==> src/rtl/irqg_pkg.sv <==
package irqg_pkg;

    // Enables and pending bits kept in a 16-bit "enable space"
    typedef struct packed {
        logic [15:0] en;
        logic [15:0] st;
    } irqg_state_t;

    // Bits SRC_LSB .. SRC_LSB+SRC_COUNT-1 set
    function automatic logic [15:0] impl_mask(input int lsb, input int count);
        logic [15:0] m;
        m = '0;
        for (int b = 0; b < 16; b++) begin
            if (b >= lsb && b < lsb + count) m[b] = 1'b1;
        end
        return m;
    endfunction

endpackage

==> src/rtl/irqg_edge.sv <==
module irqg_edge #(
    parameter int N = 2
) (
    input  logic         clk,
    input  logic         rst_n,
    input  logic [N-1:0] src_i,
    output logic [N-1:0] rise_o
);
    logic [N-1:0] prev_d, prev_q;

    always_comb begin
        prev_d = src_i;
        rise_o = src_i & ~prev_q;
    end

    always_ff @(posedge clk or negedge rst_n) begin
        if (!rst_n) prev_q <= '0;
        else        prev_q <= prev_d;
    end
endmodule

==> src/rtl/irqg_core.sv <==
module irqg_core
    import irqg_pkg::*;
#(
    parameter int SRC_LSB   = 4,
    parameter int SRC_COUNT = 2
) (
    input  logic                 clk,
    input  logic                 rst_n,
    input  logic [SRC_COUNT-1:0] ev_i,
    input  logic                 en_wr_i,
    input  logic [15:0]          en_val_i,
    input  logic                 st_wr_i,
    input  logic [15:0]          st_clr_i,
    output logic [15:0]          en_o,
    output logic [15:0]          st_o
);
    localparam logic [15:0] MASK = impl_mask(SRC_LSB, SRC_COUNT);

    irqg_state_t s_d, s_q;
    logic [15:0] ev_w;

    // Place source events at their bit positions
    for (genvar g = 0; g < 16; g++) begin : g_place
        if (g >= SRC_LSB && g < SRC_LSB + SRC_COUNT) begin : g_on
            assign ev_w[g] = ev_i[g - SRC_LSB];
        end else begin : g_off
            assign ev_w[g] = 1'b0;
        end
    end

    always_comb begin
        s_d = s_q;
        if (en_wr_i) s_d.en = en_val_i & MASK;
        // clear first, then set: a same-edge event wins
        s_d.st = ((s_q.st & ~(st_wr_i ? st_clr_i : 16'h0)) | ev_w) & MASK;
    end

    always_ff @(posedge clk or negedge rst_n) begin
        if (!rst_n) s_q <= '0;
        else        s_q <= s_d;
    end

    assign en_o = s_q.en;
    assign st_o = s_q.st;


    ev_sets_chk: assert property (@(posedge clk) disable iff (!rst_n)
        (ev_w != 16'h0) |=> ((s_q.st & $past(ev_w)) == $past(ev_w)));


    st_rise_chk: assert property (@(posedge clk) disable iff (!rst_n)
        rst_n |=> (((s_q.st & ~$past(s_q.st)) & ~$past(ev_w)) == 16'h0));


    w1c_chk: assert property (@(posedge clk) disable iff (!rst_n)
        st_wr_i |=> ((s_q.st & $past(st_clr_i & ~ev_w)) == 16'h0));


    en_hold_chk: assert property (@(posedge clk) disable iff (!rst_n)
        !en_wr_i |=> $stable(s_q.en));
endmodule

==> src/rtl/irqg_rdmux.sv <==
module irqg_rdmux #(
    parameter bit SPLIT_LAYOUT = 1'b0,
    parameter bit ENABLE_AT_4  = 1'b0,
    parameter int WORD_W       = 2
) (
    input  logic              rd_ok_i,
    input  logic [WORD_W-1:0] word_i,
    input  logic [15:0]       en_i,
    input  logic [15:0]       st_i,
    output logic [31:0]       rdata_o
);
    localparam logic [WORD_W-1:0] EN_WORD = ENABLE_AT_4 ? WORD_W'(1) : WORD_W'(0);
    localparam logic [WORD_W-1:0] ST_WORD = ENABLE_AT_4 ? WORD_W'(0) : WORD_W'(1);

    always_comb begin
        rdata_o = 32'h0;
        if (rd_ok_i) begin
            if (!SPLIT_LAYOUT) begin
                if (word_i == WORD_W'(0)) rdata_o = {st_i, en_i};
            end else begin
                if (word_i == EN_WORD)      rdata_o = {16'h0, en_i};
                else if (word_i == ST_WORD) rdata_o = {16'h0, st_i};
            end
        end
    end
endmodule

==> src/rtl/irq_gather.sv <==
module irq_gather #(
    parameter bit SPLIT_LAYOUT = 1'b0,
    parameter bit ENABLE_AT_4  = 1'b0,
    parameter int SRC_LSB      = 4,
    parameter int SRC_COUNT    = 2,
    parameter int ADDR_W       = 4
) (
    input  logic                 clk,
    input  logic                 rst_n,
    input  logic [SRC_COUNT-1:0] src_i,
    input  logic [ADDR_W-1:0]    bus_addr,
    input  logic                 bus_we,
    input  logic [31:0]          bus_wdata,
    output logic [31:0]          bus_rdata,
    output logic                 irq_o
);
    localparam int WORD_W = ADDR_W - 2;
    localparam logic [WORD_W-1:0] EN_WORD = ENABLE_AT_4 ? WORD_W'(1) : WORD_W'(0);
    localparam logic [WORD_W-1:0] ST_WORD = ENABLE_AT_4 ? WORD_W'(0) : WORD_W'(1);

    logic [SRC_COUNT-1:0] rise;
    logic [WORD_W-1:0]    word;
    logic                 aligned, en_wr, st_wr;
    logic [15:0]          st_clr, en_q, st_q;

    assign word    = bus_addr[ADDR_W-1:2];
    assign aligned = (bus_addr[1:0] == 2'b00);

    always_comb begin
        if (!SPLIT_LAYOUT) begin
            en_wr = bus_we && aligned && (word == WORD_W'(0));
            st_wr = en_wr;
        end else begin
            en_wr = bus_we && aligned && (word == EN_WORD);
            st_wr = bus_we && aligned && (word == ST_WORD);
        end
        st_clr = SPLIT_LAYOUT ? bus_wdata[15:0] : bus_wdata[31:16];
    end

    irqg_edge #(.N(SRC_COUNT)) u_edge (
        .clk    (clk),
        .rst_n  (rst_n),
        .src_i  (src_i),
        .rise_o (rise)
    );

    irqg_core #(.SRC_LSB(SRC_LSB), .SRC_COUNT(SRC_COUNT)) u_core (
        .clk      (clk),
        .rst_n    (rst_n),
        .ev_i     (rise),
        .en_wr_i  (en_wr),
        .en_val_i (bus_wdata[15:0]),
        .st_wr_i  (st_wr),
        .st_clr_i (st_clr),
        .en_o     (en_q),
        .st_o     (st_q)
    );

    irqg_rdmux #(.SPLIT_LAYOUT(SPLIT_LAYOUT), .ENABLE_AT_4(ENABLE_AT_4), .WORD_W(WORD_W)) u_rd (
        .rd_ok_i (aligned),
        .word_i  (word),
        .en_i    (en_q),
        .st_i    (st_q),
        .rdata_o (bus_rdata)
    );

    assign irq_o = |(en_q & st_q);


    irq_fall_chk: assert property (@(posedge clk) disable iff (!rst_n)
        $fell(irq_o) |-> $past(bus_we));
endmodule

==> config.mk <==
export PLATFORM = sky130hd
export DESIGN_NAME = irq_gather
export DESIGN_NICKNAME = d
export VERILOG_FILES = /design/src/rtl/irqg_pkg.sv /design/src/rtl/irqg_edge.sv /design/src/rtl/irqg_core.sv /design/src/rtl/irqg_rdmux.sv /design/src/rtl/irq_gather.sv
export SDC_FILE = /design/constraint.sdc
export NUM_CORES = 1
export LEC_CHECK = 0
export BUFFER_PORTS_ARGS = -buffer_cell sky130_fd_sc_hd__buf_2
export CAP_MARGIN = 20
export CELL_PAD_IN_SITES_DETAIL_PLACEMENT = 0
export CELL_PAD_IN_SITES_GLOBAL_PLACEMENT = 1
export CORE_MARGIN = 5
export CORE_UTILIZATION = 17
export DETAILED_ROUTE_END_ITERATION = 12
export GPL_ROUTABILITY_DRIVEN = 0
export PLACE_DENSITY_LB_ADDON = 0.1
export SLEW_MARGIN = 20
export SYNTH_ARGS = -nofsm -noshare
export SYNTH_HDL_FRONTEND = slang
export SYNTH_SLANG_ARGS = --single-unit
==> constraint.sdc <==
create_clock -name clk -period 1.14 [get_ports clk]
set_input_delay 0.228 -clock clk [delete_from_list [all_inputs] [get_ports clk]]
set_output_delay 0.228 -clock clk [all_outputs]
set_load 0.1 [all_outputs]
# Word level (Yosys, flattened, before mapping)
# Index checks and enable logic that the tools add are counted.
# op_classes
reduce_logical	5
bitwise_logic	6
muxes	3
# ops
operator	count
32-bit 2-to-1 mux	1
22-bit 2-to-1 mux	1
16-bit OR reduction	1
6-bit AND	2
6-bit 2-to-1 mux	1
6-bit inverter	1
6-bit bitwise OR	1
2-bit logical NOT	2
2-bit AND	1
1-bit logical AND	2
2-bit inverter	1
# totals
ff_bits	6
out_inout_bits	33

# Longest topological paths before layout
# depth
ltp_word	7
mapped_depth	3
mapped_depth_nobuf	3

# Hierarchy
# A second synthesis with hierarchy kept.
# hier_totals
cells_unflattened	96
area_unflattened_um2	1034.7
# modules_own_cells
mod	cells_each	area_per_inst_um2	instances
irqg_rdmux	41	483.0	1
irqg_core	39	359.1	1
irq_gather	12	115.1	1
irqg_edge	4	77.6	1

# Least setup slack after synthesis
# OpenSTA, ideal clock, no wires.
# synth_timing
path_type	input -> output
from	input port bus_addr[3]
to	output port bus_rdata[20]
stages	2
path_buffers	0
path_slack_ns	-0.206
t_arrival_ns	1.118
path_cell_list	nor4_4 > and2_2
# synth_via
elab_chain_len	3
# synth_rtl
element	line	source
start: declaration	irq_gather.sv:11	input logic [ADDR_W-1:0] bus_addr,
2-bit logical NOT	-	
22-bit 2-to-1 mux	irqg_rdmux.sv:19	if (word_i == WORD_W'(0)) rdata_o = {st_i, en_i};
32-bit 2-to-1 mux	irqg_rdmux.sv:17	if (rd_ok_i) begin
end: declaration	irq_gather.sv:14	output logic [31:0] bus_rdata,
# Every way passes these cells.

# Worst setup path in the final report
# layout_timing
from	register u_core.s_q (netlist bit u_core.st_o[4])
to	output port irq_o
# layout_via
elab_chain_len	2
# layout_rtl
element	line	source
start: declaration	irqg_core.sv:19	irqg_state_t s_d, s_q;
start signal: assignment	irqg_core.sv:39	if (!rst_n) s_q <= '0;
start signal: assignment	irqg_core.sv:40	else s_q <= s_d;
6-bit AND	irq_gather.sv:67	assign irq_o = |(en_q & st_q);
16-bit OR reduction	irq_gather.sv:67	
end: declaration	irq_gather.sv:15	output logic irq_o
# Every way passes these cells.

==> out/results.txt <==
For this design the static power due to leakage is 0.3817 nW. The highest fanout seen on the critical path was 2. For this run, asynchronously set or reset flops after synthesis account for 100.0%. The repair_antennas step left the layout with diodes totalling 0. The tools report the post-detailed-route count of antenna-violating nets as 0.

Ranked by total cell area, the synthesized netlist is headed by sky130_fd_sc_hd__buf_4, sky130_fd_sc_hd__dfrtp_1, sky130_fd_sc_hd__and2_2. The ratio of cells with drive above 1 in the final layout works out to 47.50%. The cell row count is 19.

The tools report the setup TNS after final layout as -0.8225 ns. In this run the horizontal extent of the chip is 63.58 µm. The via density per instance was 3.108; the peak clock frequency supported by timing was 0.7756 GHz. Clock-pin slew was measured on the worst setup and hold paths at 0.04 ns. The die covers 0.004042 mm².

For this design the ratio of total power to cell area is 1592 mW/mm². In this run the cell area measured after placement is 614.3 µm². The TritonCTS sink count was 6; the routed length per instance was 9.622 µm. The final non-filler cell total came out at 111. Setup violations remaining at the end of the flow were counted as 9.

The tightest min-delay check is of the input pin to flip-flop type. Cell at the root of the clock tree: sky130_fd_sc_hd__clkbuf_4. For the leftover overflow at the end of global routing, the log shows 0.

The flow ran to the end, but the final reports show violations. For this configuration, the core starts out at a cell density of 17.70%. For the met2 capacity usage during global routing, the log shows 7.107%. The top cell type's share of synthesized area is 43.08%. The first-pass detailed-route iteration total came out at 1.

met2 is the most crowded layer. Cells fill 25.77% of the core in the end. For the final setup slack of the worst path, the log shows -0.1493 ns. Port buffering added 17 buffers.

Insertion delay to the later sink of the worst-skew pair: 0.24 ns. STA classifies the critical path endpoint as an output port. In the post-synthesis netlist, the cell with the most instances is sky130_fd_sc_hd__buf_4. Global routing consumed, on the met1 layer, 5.538% of the routing resources.

In the final design database the tool counted 123 nets. The number of global-route vias before repair is 334. The highest ir drop seen on vdd is 0.6114 mV. STA classifies the critical path startpoint as a flip-flop. Pin count of the biggest net entering global routing: 7. The die extent in y is 63.58 µm. STA puts the critical path data required time at 0.91 ns.

The number of enable flip-flop cells after synthesis came out at 0. Filler cell count in the final layout: 309. Cell type with the largest total area after synthesis: sky130_fd_sc_hd__buf_4. The final reports fail on negative setup slack.

The worst path needs 1.289 ns of the cycle, external delays included. Total CTS buffers: 3. In the finished design, the share of the clock period the worst path needs comes to 113.1%. Setup repair after global routing could not meet its margin everywhere. In this run the deepest clock path goes through 2 buffers. The kind of critical path was flip-flop to output port. In the synthesized netlist, the number of instances is 50. First-pass GRT wire length: 1538 µm. The count of boundary I/O pins is 74.

In this run, placement finished with an instance count of 103. In this run, distinct cell masters in the synthesized netlist total 10. The tools report the number of slew-limit violations in the final report as 0. The core region is 0.002758 mm². Wires add up to 1068 µm. TritonCTS built the clock tree. The number of cells on the worst reg-to-reg path is 3, and the overall power after layout is 0.001132 W. The global-route usage over all layers was 5.060%; the post-synthesis cell area was 488.0 µm². Area growth from synthesis to final layout: 45.64%.

The number of antenna violations at the first check in global routing came out at 0. The logs give 2.842% for the global routing met3 resource utilization and 0 for the number of violations reported at the end of detailed-routing iteration 0. Among all flip-flop cells after synthesis, the most frequent one is sky130_fd_sc_hd__dfrtp_1. For the data arrival time of the critical path, the log shows 1.06 ns. The run gives 917 µm as the half-perimeter wire length after placement.

The share of the Yosys chip area taken by registers is 30.77%. The clock skew came out at 0.001387 ns. The final hold violation count came out at 0. The average instance in the mapped netlist occupies 9.759 µm².

For this run, design rule violations remaining after detail routing come to 0. Counting flops and latches in the post-synthesis netlist gives 6. During synthesis, Yosys emitted a total of 0 warnings. By count the netlist is led by sky130_fd_sc_hd__buf_4, sky130_fd_sc_hd__dfrtp_1, sky130_fd_sc_hd__and2_2. Detailed routing inserted a total of 345 vias. The tool flagged a number of max-cap violations equal to 0. Worst hold path cell count: 1. The total number of H-tree levels was 1; the final standard cell area without fillers was 710.7 µm².
[per-stage QoR]
step	hold WS, ns	setup slack [ns]
finish	0.1153	-0.1493
global route	0.1002	-0.1976
CTS	0.1020	-0.1697
detailed placement	0.06451	-0.1986
global placement	0.06481	-0.2047
floorplan	-0.06759	-0.1047
[cells by family after synthesis]
logic type | synth area share (%)
DFF | 30.77
muxes | 4.615
buffers and inverters | 44.62
other | 0.7685
AOI/OAI and AO/OA | 5.386
and+or+nand+nor | 13.85
[sequential cells by signal, indices dropped and copies added, names as in the netlist]
signal	flops
u_core.en_o	2
u_edge.prev_q	2
u_core.st_o	2
[layout make-up]
| class | count | area [µm²] | area share, % |
|---|---|---|---|
| clock buffer | 3 | 22.52 | 3.169 |
| inverter | 2 | 7.507 | 1.056 |
| multi-input combinational | 41 | 231.5 | 32.57 |
| sequential | 6 | 150.1 | 21.13 |
| tap | 31 | 38.79 | 5.458 |
| timing repair buffer | 28 | 260.3 | 36.62 |
[worst paths after layout]
path | slack [ns] | start | end
max in group asynchronous | 0.63 | rst_n | u_edge.prev_q[1]
worst max register to register | 0.22 | u_core.st_o[4] | u_core.st_o[4]
worst min-delay path | 0.12 | src_i[1] | u_edge.prev_q[1]
worst max-delay path | -0.15 | u_core.st_o[4] | irq_o
worst min register to register | 0.55 | u_edge.prev_q[0] | u_core.st_o[4]
min in group asynchronous | 0.37 | rst_n | u_core.st_o[5]
[where the power goes]
part,leakage [nW],switching (W),total [W],internal [W]
Combinational,0.302,0.000559,0.000686,0.000127
Sequential,0.0659,0.0000139,0.000250,0.000237
Clock,0.0138,0.0000763,0.000195,0.000119
[critical path, stage by stage, from the launching register on]
cell and delay, ns:
sky130_fd_sc_hd__dfrtp_1 0.39, sky130_fd_sc_hd__a22o_2 0.25, sky130_fd_sc_hd__buf_6 0.18
[cells in the final DEF, fill, tap and decap left out, drive strengths merged]
cell type	Yosys	final
nand2	1	1
dfrtp	6	6
a22o	3	3
conb	1	28
nor4	1	1
clkbuf	0	3
inv	2	2
dlygate4sd3	0	1
mux2	2	2
and2	4	4
nand3	2	2
buf	28	27
[routing by layer]
metal	vias up	share of wire (%)
met5	-	0
met4	0	0
met3	0	14
met2	25	50
met1	157	36
li1	163	-
[what timing repair did]
item / in CTS / in global routing
pin swaps: 5 / 3
buffers inserted: 3 / 1
hold buffers: 1 / 0
hold endpoints to repair: 6 / 0
setup endpoints to repair: 5 / 5
resized for setup: 6 / 2
(Power assumes the default switching activity.)
